<file path="config.mk">
export PLATFORM = sky130hd
export DESIGN_NAME = chg_safety_timer
export DESIGN_NICKNAME = d
export VERILOG_FILES = /design/src/rtl/cst_pkg.sv /design/src/rtl/cst_tick_gen.sv /design/src/rtl/cst_rate_gate.sv /design/src/rtl/cst_restart_detect.sv /design/src/rtl/cst_usb_cap.sv /design/src/rtl/chg_safety_timer.sv
export SDC_FILE = /design/constraint.sdc
export NUM_CORES = 1
export LEC_CHECK = 0
export ABC_AREA = 1
export BUFFER_PORTS_ARGS = -buffer_cell sky130_fd_sc_hd__clkbuf_2
export CAP_MARGIN = 10
export CORE_MARGIN = 1
export CORE_UTILIZATION = 35
export DETAILED_ROUTE_END_ITERATION = 6
export MAX_ROUTING_LAYER = met4
export PLACE_DENSITY = 0.63
export SLEW_MARGIN = 10
export SYNTH_ARGS = -nofsm -noshare
export SYNTH_HDL_FRONTEND = slang
export SYNTH_SLANG_ARGS = --single-unit
</file>
<file path="constraint.sdc">
create_clock -name clk -period 1.9 [get_ports clk]
set_input_delay 0.285 -clock clk [delete_from_list [all_inputs] [get_ports clk]]
set_output_delay 0.285 -clock clk [all_outputs]
set_load 0.02 [all_outputs]
</file>
<file path="src/rtl/cst_pkg.sv">
package cst_pkg;
    typedef enum logic [1:0] {
        ST_OFF     = 2'd0,
        ST_HOLD    = 2'd1,
        ST_RUN     = 2'd2,
        ST_EXPIRED = 2'd3
    } cst_state_e;

    localparam logic [1:0] FAULT_NONE  = 2'b00;
    localparam logic [1:0] FAULT_TIMER = 2'b11;
endpackage

</file>
<file path="src/rtl/cst_tick_gen.sv">
module cst_tick_gen #(
    parameter int unsigned CLK_PER_MIN = 6000
) (
    input  logic clk,
    input  logic rst_n,
    output logic tick
);
    generate
        if (CLK_PER_MIN <= 1) begin : g_direct
            assign tick = rst_n;
        end else begin : g_div
            localparam int unsigned PW = $clog2(CLK_PER_MIN);
            localparam logic [PW-1:0] LAST = PW'(CLK_PER_MIN - 1);
            logic [PW-1:0] div_q;
            always_ff @(posedge clk or negedge rst_n) begin
                if (!rst_n)              div_q <= '0;
                else if (div_q == LAST)  div_q <= '0;
                else                     div_q <= div_q + 1'b1;
            end
            assign tick = (div_q == LAST);
        end
    endgenerate
endmodule

</file>
<file path="src/rtl/cst_rate_gate.sv">
module cst_rate_gate (
    input  logic clk,
    input  logic rst_n,
    input  logic tick,
    input  logic slow_en,
    input  logic in_vreg,
    input  logic in_ireg,
    input  logic therm_reg,
    input  logic force_reduced,
    output logic acc_tick
);
    logic slow;
    logic half_q;

    assign slow = slow_en && (in_vreg || in_ireg || therm_reg || force_reduced);

    always_ff @(posedge clk or negedge rst_n) begin
        if (!rst_n)         half_q <= 1'b0;
        else if (!slow)     half_q <= 1'b0;
        else if (tick)      half_q <= ~half_q;
    end

    assign acc_tick = tick && (!slow || half_q);
endmodule

</file>
<file path="src/rtl/cst_restart_detect.sv">
module cst_restart_detect (
    input  logic       clk,
    input  logic       rst_n,
    input  logic       cycle_start,
    input  logic       ce_pin,
    input  logic       chg_cfg_wr,
    input  logic [1:0] chg_cfg,
    input  logic       tmr_en,
    output logic       restart
);
    typedef enum logic [1:0] {
        CE_IDLE  = 2'd0,
        CE_HIGH  = 2'd1,
        CE_LOW   = 2'd2
    } ce_seq_e;

    ce_seq_e    ce_st;
    ce_seq_e    ce_nxt;
    logic       ce_q;
    logic [1:0] cfg_shadow;
    logic       en_q;
    logic       ce_hit;
    logic       cfg_hit;
    logic       en_hit;

    always_comb begin
        ce_nxt = ce_st;
        unique case (ce_st)
            CE_IDLE: if (ce_pin)  ce_nxt = CE_HIGH;
            CE_HIGH: if (!ce_pin) ce_nxt = CE_LOW;
            CE_LOW:  if (ce_pin)  ce_nxt = CE_HIGH;
            default:              ce_nxt = CE_IDLE;
        endcase
    end

    always_ff @(posedge clk or negedge rst_n) begin
        if (!rst_n) begin
            ce_st      <= CE_IDLE;
            ce_q       <= 1'b0;
            cfg_shadow <= 2'b01;
            en_q       <= 1'b1;
        end else begin
            ce_st <= ce_nxt;
            ce_q  <= ce_pin;
            en_q  <= tmr_en;
            if (chg_cfg_wr) cfg_shadow <= chg_cfg;
        end
    end

    assign ce_hit  = (ce_st == CE_LOW) && ce_pin && !ce_q;
    assign cfg_hit = chg_cfg_wr && (chg_cfg == 2'b01) && (cfg_shadow == 2'b00);
    assign en_hit  = tmr_en && !en_q;
    assign restart = cycle_start || ce_hit || cfg_hit || en_hit;
endmodule

</file>
<file path="src/rtl/cst_usb_cap.sv">
module cst_usb_cap #(
    parameter int unsigned CAP_MIN = 45
) (
    input  logic clk,
    input  logic rst_n,
    input  logic tick,
    input  logic charging,
    input  logic usb100_dflt,
    input  logic restart,
    output logic hiz_req,
    output logic hiz_set
);
    localparam int unsigned UW = $clog2(CAP_MIN + 1);
    localparam logic [UW-1:0] LAST = UW'(CAP_MIN - 1);

    logic [UW-1:0] ucnt_q;
    logic          hiz_q;
    logic          step;

    assign step    = usb100_dflt && !restart && !hiz_q && charging && tick;
    assign hiz_set = step && (ucnt_q == LAST);

    always_ff @(posedge clk or negedge rst_n) begin
        if (!rst_n) begin
            ucnt_q <= '0;
            hiz_q  <= 1'b0;
        end else if (!usb100_dflt || restart) begin
            ucnt_q <= '0;
            hiz_q  <= 1'b0;
        end else if (step) begin
            ucnt_q <= ucnt_q + 1'b1;
            if (hiz_set) hiz_q <= 1'b1;
        end
    end

    assign hiz_req = hiz_q;
endmodule

</file>
<file path="src/rtl/chg_safety_timer.sv">
module chg_safety_timer
    import cst_pkg::*;
#(
    parameter int unsigned CLK_PER_MIN  = 6000,
    parameter int unsigned MIN_PER_HOUR = 60,
    parameter int unsigned USB_CAP_MIN  = 45
) (
    input  logic       clk,
    input  logic       rst_n,
    input  logic       charging,
    input  logic       cycle_start,
    input  logic       bat_low,
    input  logic [1:0] fc_limit_sel,
    input  logic       tmr_en,
    input  logic       slow_en,
    input  logic       in_vreg,
    input  logic       in_ireg,
    input  logic       therm_reg,
    input  logic       force_reduced,
    input  logic       ce_pin,
    input  logic       chg_cfg_wr,
    input  logic [1:0] chg_cfg,
    input  logic       usb100_dflt,
    output logic       tmr_fault,
    output logic [1:0] fault_code,
    output logic       hiz_req,
    output logic       irq
);
    localparam int unsigned LIM_2H  = 2  * MIN_PER_HOUR;
    localparam int unsigned LIM_5H  = 5  * MIN_PER_HOUR;
    localparam int unsigned LIM_8H  = 8  * MIN_PER_HOUR;
    localparam int unsigned LIM_12H = 12 * MIN_PER_HOUR;
    localparam int unsigned LIM_20H = 20 * MIN_PER_HOUR;
    localparam int unsigned CNT_W   = $clog2(LIM_20H + 1);

    logic             tick;
    logic             acc_tick;
    logic             restart;
    logic             hiz_set;
    logic [CNT_W-1:0] limit;
    logic [CNT_W-1:0] cnt_q;
    logic             irq_q;
    cst_state_e       state;
    cst_state_e       nxt;

    cst_tick_gen #(.CLK_PER_MIN(CLK_PER_MIN)) u_tick (
        .clk(clk), .rst_n(rst_n), .tick(tick)
    );

    cst_rate_gate u_rate (
        .clk(clk), .rst_n(rst_n), .tick(tick), .slow_en(slow_en),
        .in_vreg(in_vreg), .in_ireg(in_ireg), .therm_reg(therm_reg),
        .force_reduced(force_reduced), .acc_tick(acc_tick)
    );

    cst_restart_detect u_rst (
        .clk(clk), .rst_n(rst_n), .cycle_start(cycle_start), .ce_pin(ce_pin),
        .chg_cfg_wr(chg_cfg_wr), .chg_cfg(chg_cfg), .tmr_en(tmr_en),
        .restart(restart)
    );

    cst_usb_cap #(.CAP_MIN(USB_CAP_MIN)) u_usb (
        .clk(clk), .rst_n(rst_n), .tick(tick), .charging(charging),
        .usb100_dflt(usb100_dflt), .restart(restart),
        .hiz_req(hiz_req), .hiz_set(hiz_set)
    );

    always_comb begin
        if (bat_low) begin
            limit = CNT_W'(LIM_2H);
        end else begin
            unique case (fc_limit_sel)
                2'b00:   limit = CNT_W'(LIM_5H);
                2'b01:   limit = CNT_W'(LIM_8H);
                2'b10:   limit = CNT_W'(LIM_12H);
                default: limit = CNT_W'(LIM_20H);
            endcase
        end
    end

    // next-state logic
    always_comb begin
        nxt = state;
        if (!tmr_en) begin
            nxt = ST_OFF;
        end else if (restart) begin
            nxt = charging ? ST_RUN : ST_HOLD;
        end else begin
            unique case (state)
                ST_OFF:     nxt = charging ? ST_RUN : ST_HOLD;
                ST_HOLD:    nxt = charging ? ST_RUN : ST_HOLD;
                ST_RUN: begin
                    if (cnt_q >= limit) nxt = ST_EXPIRED;
                    else if (!charging) nxt = ST_HOLD;
                    else                nxt = ST_RUN;
                end
                ST_EXPIRED: nxt = ST_EXPIRED;
                default:    nxt = ST_OFF;
            endcase
        end
    end

    // state register, count and interrupt
    always_ff @(posedge clk or negedge rst_n) begin
        if (!rst_n) begin
            state <= ST_HOLD;
            cnt_q <= '0;
            irq_q <= 1'b0;
        end else begin
            state <= nxt;
            irq_q <= ((nxt == ST_EXPIRED) && (state != ST_EXPIRED)) || hiz_set;
            if (!tmr_en || restart)
                cnt_q <= '0;
            else if ((state == ST_RUN) && charging && acc_tick && (cnt_q < limit))
                cnt_q <= cnt_q + 1'b1;
        end
    end

    // outputs
    always_comb begin
        tmr_fault  = (state == ST_EXPIRED);
        fault_code = (state == ST_EXPIRED) ? FAULT_TIMER : FAULT_NONE;
        irq        = irq_q;
    end
endmodule

</file>
# Yosys cells after proc, flatten, opt, wreduce, memory -nomap -nowiden
# Index checks and enable logic that the tools add are counted.
# word_totals
regBits	41
output_inout_bits	5
wordCells	97
# op_classes
add_sub_neg	3
n_lt_le_gt_ge	2
n_eq_ne	15
muxes	21
n_bitwise	1
n_reduce_logical	44
# ops
operator	count
two-way mux 11 bit	3
one-hot mux 11 bit (3 select lines)	1
logical AND 1 bit	16
two-way mux 2 bit	7
adder 13 x 1 -> 13 bit (second input constant)	1
equality test 13 bit (second input constant)	1
two-way mux 13 bit	1
two-way mux 6 bit	2
adder 11 x 1 -> 11 bit (second input constant)	1
>= comparator 11 bit	1
less-than comparator 11 bit	1
equality test 2 bit (second input constant)	5
logical OR 1 bit	10
equality test 2 x 1 -> 1 bit (second input constant)	4
logical NOT 2 bit	4
logical NOT 1 bit	7
adder 6 x 1 -> 6 bit (second input constant)	1
equality test 6 bit (second input constant)	1
one-hot mux 2 bit (3 select lines)	1
nonzero test 2 bit	3
two-way mux 1 bit	5
!= test 2 x 1 -> 1 bit (second input constant)	2
!= test 2 bit (second input constant)	2
one-hot mux 2 bit (2 select lines)	1
other kinds (3)	5

# Longest topological paths before layout
# depth
word_depth	15
depth_mapped	16
ltp_nobuf	16

# Cells and area by module
# A second synthesis with hierarchy kept.
# unflattened
hier_cells	366
area_unflattened_um2	2766.4
# by_module_without_submodules
module	instances	cells_per_inst	area_each_um2
chg_safety_timer	1	174	1275.0
cst_tick_gen	1	100	752.0
cst_usb_cap	1	53	412.9
cst_restart_detect	1	28	257.7
cst_rate_gate	1	11	68.8

# Worst setup path after synthesis
# Ideal clock, no wire load.
# synth_path
kind	input port to flip-flop
start	input port fc_limit_sel[0]
end	register cnt_q[10]
setup_time_ps	118
arrival_time_ps	1865
t_required_ps	1782
setup_slack_ps	-83
stages	13
path_buffers	0
cell_sequence	inv_1 ha_1 or2_2 ha_1 nand2_1 nor2_2 inv_1 a21oi_1 nor2_1 nand4_1 clkinv_2 nand3b_1 nand2_1
# synth_via
elab_chain_len	6
word_cells_on_any_way	8
classes_between	order compare (1); eq/ne (2); mux (2); reduce/logical (3)
# synth_lines
item	line_no	rtl
start: declaration	chg_safety_timer.sv:13	input logic [1:0] fc_limit_sel,
equality test 2 bit, or another cell as far along	chg_safety_timer.sv:72	unique case (fc_limit_sel)
one-hot mux 11 bit (3 select lines) *	chg_safety_timer.sv:72	
two-way mux 11 bit *	chg_safety_timer.sv:69	if (bat_low) begin
less-than comparator 11 bit *	chg_safety_timer.sv:114	else if ((state == ST_RUN) && charging && acc_tick && (cnt_q < limit))
logical AND 1 bit *	chg_safety_timer.sv:114	
nonzero test 2 bit (no line) *	-	
end signal: assignment	chg_safety_timer.sv:115	cnt_q <= cnt_q + 1'b1;
end: declaration	chg_safety_timer.sv:41	logic [CNT_W-1:0] cnt_q;
# Mark *: on every way between the ends. The rest lies on a longest branch, timed or not.
# A chain may end at the register's enable or synchronous reset.

# Worst setup path after layout
# layout_path
start	register cnt_q[9]
end	register cnt_q[2]
# layout_via
elab_chain_len	3
# layout_lines
item	line_no
less-than comparator 11 bit	chg_safety_timer.sv:114
logical AND 1 bit	chg_safety_timer.sv:114
nonzero test 2 bit (no line)	-
# Every way passes these cells.

==> flow_summary.toml <==
[global_route]
grt_pass1_vias = 2149
grt-ovfl-total = 0
grtUsageTotal = 0.157
antenna_found_initial = 0
grt_pass1_wl_um = 9180
grt_max_degree = 42

[worst_setup_path]
r2r_start = "cnt_q[9]$_DFFE_PN0P_"
cp-startpoint = "cnt_q[9]$_DFFE_PN0P_"
required_ps = 2100
path_class = "reg -> reg"
crit_arrival_ps = 2010
worstPathMaxFanout = 5
end_kind = "register"
start_kind = "register"

[synth]
synthArstFlopShare = 1.00
synth_cell_types = 36
synth_top_area_frac = 0.360
synth_edf_count = 0
seq_area_frac_synth = 0.390
synth_simple_gate_area_frac = 0.312
synth_compound_gate_area_share = 0.0488
synth_area_per_cell_um2 = 7.86
synth_seq_cells = 41
synth_top_family_by_area = "simple AND/OR/NAND/NOR gates"
synth-adder-area-share = 0.0995
netlist_area_um2 = 2640
synth-xor-area-share = 0.0497
synthCells = 336
syn_nets = 375
synth.area.top_cells = "dfrtp_1 36%, nand2_1 11%, ha_1 9.9%, inv_1 7.4%, nand3_1 6.3%"
muxShareOfSynthArea = 0.00426
yosysTopAreaCell = "dfrtp_1"
yosys_warnings = 0
synth_flop_cell = "dfrtp_1"

[route]
vias_per_cell = 4.64
vias = 2260
avgRoutedWirePerCell_um = 11.2
first_pass_iters = 4
wl_met3_um = 197
maxUsedRoutingLayer = "met4"
wl_um = 5440
drc_errors = 0
drt_iter0_markers = 73
dr_wl_met2_um = 2690
antenna_left = 0
wl_met1_um = 2480

[finish]
final_core_util = 0.461
drive_gt1_frac = 0.294
finish.instance_area_um2 = 3360
register_area_um2 = 1030
num-fill-cells = 742
finish.net_count = 426
antenna_cells = 0
multi_input_area_um2 = 1500
syn2layout_area_growth_pct = 27.2

[hold_path]
hp-class = "in -> async"

[pwr]
seqPwrFrac = 0.467
p_sw_mw = 0.434
peakVddDrop_mv = 0.408
switching_share = 0.227
p_per_area_nw_per_um2 = 570
leakage_nw = 1.73
power_frac_comb = 0.090
clockPowerShare = 0.443
total_power_mw = 1.91
p_int_mw = 1.48

[cts]
clockRootBuffer = "clkbuf_8"
clk_path_buf_depth = 2
cts_sinks = 41
cts_tree = "built"
clk_latency_ps = 300
cts_buffers = 5
clkTransAtPathRegs_ps = 80
h-tree-depth = 2

[floorplan]
die_width_um = 88.9
io_pins = 23
rows = 31
core_region_area_um2 = 7290
die_h_um = 88.9
initial_core_util = 0.362
dieArea_um2 = 7900

[sta]
slew_headroom = 0.644
fin_setup_tns_ps = 0
finalCritPeriodShare = 0.955
finalCriticalPeriod_ps = 1810
grt_setup_unrepaired = "yes"
holdWs_ps = 33.3
fmax_ghz = 0.551
worst_pin_slew_ps = 534
drv_slew = 0
skew_ps = 5.74
setup_viol_count_final = 0
finalHoldViolations = 0

[placed_design]
dpl.hpwl_um = 4000
io_buffers = 22
place_area_um2 = 3040
gp_congestion = 0.756

[status]
status = "completed"

[run]
max_cap_viol_count = 0
-- power by group through the flow --
stage | Clock (mW) | Sequential [mW] | Combinational, mW
6_report | 0.848 | 0.894 | 0.173
5_1_grt | 0.899 | 0.896 | 0.195
4_1_cts | 0.865 | 0.894 | 0.156
3_5_place_dp | 0 | 0.912 | 0.153
3_3_place_gp | 0 | 0.911 | 0.150
2_1_floorplan | 0 | 0.911 | 0.0803
-- kinds of logic after synthesis --
family | Yosys count
simple gates | 175
fa+ha+maj | 21
compound gates | 22
mux | 1
flops | 41
xor+xnor | 15
buf+inv | 61
-- layout by cell type, fill, tap and decap left out, types with 2 or more instances in the layout --
cell and n:
nor2_2 6, nand3b_1 7, nand2_4 2, a21oi_2 2, buf_4 23, xor2_1 9
o21ai_0 6, inv_2 5, xnor2_1 6, a21oi_1 5, bufinv_16 2, inv_1 47
buf_6 3, nand4_1 5, buf_12 2, nor2_1 25, ha_2 2, clkbuf_8 5
ha_1 16, o31ai_1 4, nand2_2 9, nor3_2 3, nor3_1 7, nand3_2 10
nor2_4 3, clkinv_2 3, dfstp_2 3, clkbuf_2 20, ha_4 3, inv_4 2
nand2_1 69, nand3_1 24, dfrtp_1 38
-- synthesized netlist by cell type (all sizes together), types with 3 or more instances --
cell type	instances
inv	54
o21ai	7
xnor2	6
a21oi	7
nor2	34
nand3b	7
ha	21
dfrtp	38
o31ai	4
nand3	34
nand4	5
xor2	9
buf	5
nand2	80
nor3	10
dfstp	3
-- timing repair --
action | CTS | global route
hold buffers | 0 | 0
resized for setup | 7 | 43
gates cloned | 2 | 0
setup buffers | 1 | 2
pin swaps | 2 | 31
setup endpoints to repair | 10 | 12
-- sequential cells by signal (all words and copies together) (netlist names), 2 cells and up --
| register | flops |
|---|---|
| cnt_q | 11 |
| state | 2 |
| u_rst.ce_st | 2 |
| u_rst.cfg_shadow | 2 |
| u_tick.g_div.div_q | 13 |
| u_usb.ucnt_q | 6 |
-- layout make-up --
cell class,instances,area share
multi-input cells,234,0.446
flip-flops and latches,41,0.306
repair inverters,1,0.00149
inverters,56,0.0659
well taps,99,0.0369
clock inverters,3,0.0194
repair buffers,48,0.103
clock buffers,5,0.0205
-- path summary, 6_finish.rpt --
kind	end	slack, ps	cells past startpoint
setup / recovery	cnt_q[2]$_DFFE_PN0P_	90	13
hold / removal	u_tick.g_div.div_q[10]$_DFF_PN0_	30	2
setup reg to reg	cnt_q[2]$_DFFE_PN0P_	90	13
hold reg to reg	u_rst.cfg_shadow[0]$_DFFE_PN1P_	500	2
max in group asynchronous	u_rst.cfg_shadow[0]$_DFFE_PN1P_	1480	2
min in group clk	u_rst.en_q$_DFF_PN1_	110	1
-- through the flow --
step                      setup slack [ps]  instances
final                                 85.9        487
after global routing                 -68.7        487
after CTS                             2.00        486
after detailed placement              -398        475
after global placement                -339        475
after floorplan                       3.25        336
-- worst max-delay path: stages (launching register included) --
cell     delay (ps)
dfrtp_1         400
ha_1            310
nand2_2         100
inv_1            50
nand2_1          60
nand2_2          70
inv_2            50
nand2_2          40
nor2_2          110
nand4_1         110
buf_6           160
buf_6           130
nand3_2          60
nand2_2          50
-- layer usage --
metal,track usage,vias up
li1,-,1163
met1,0.185,1057
met2,0.268,33
met3,0.0308,7
met4,0.0543,0
met5,-,-
(Power assumes the default switching activity.)
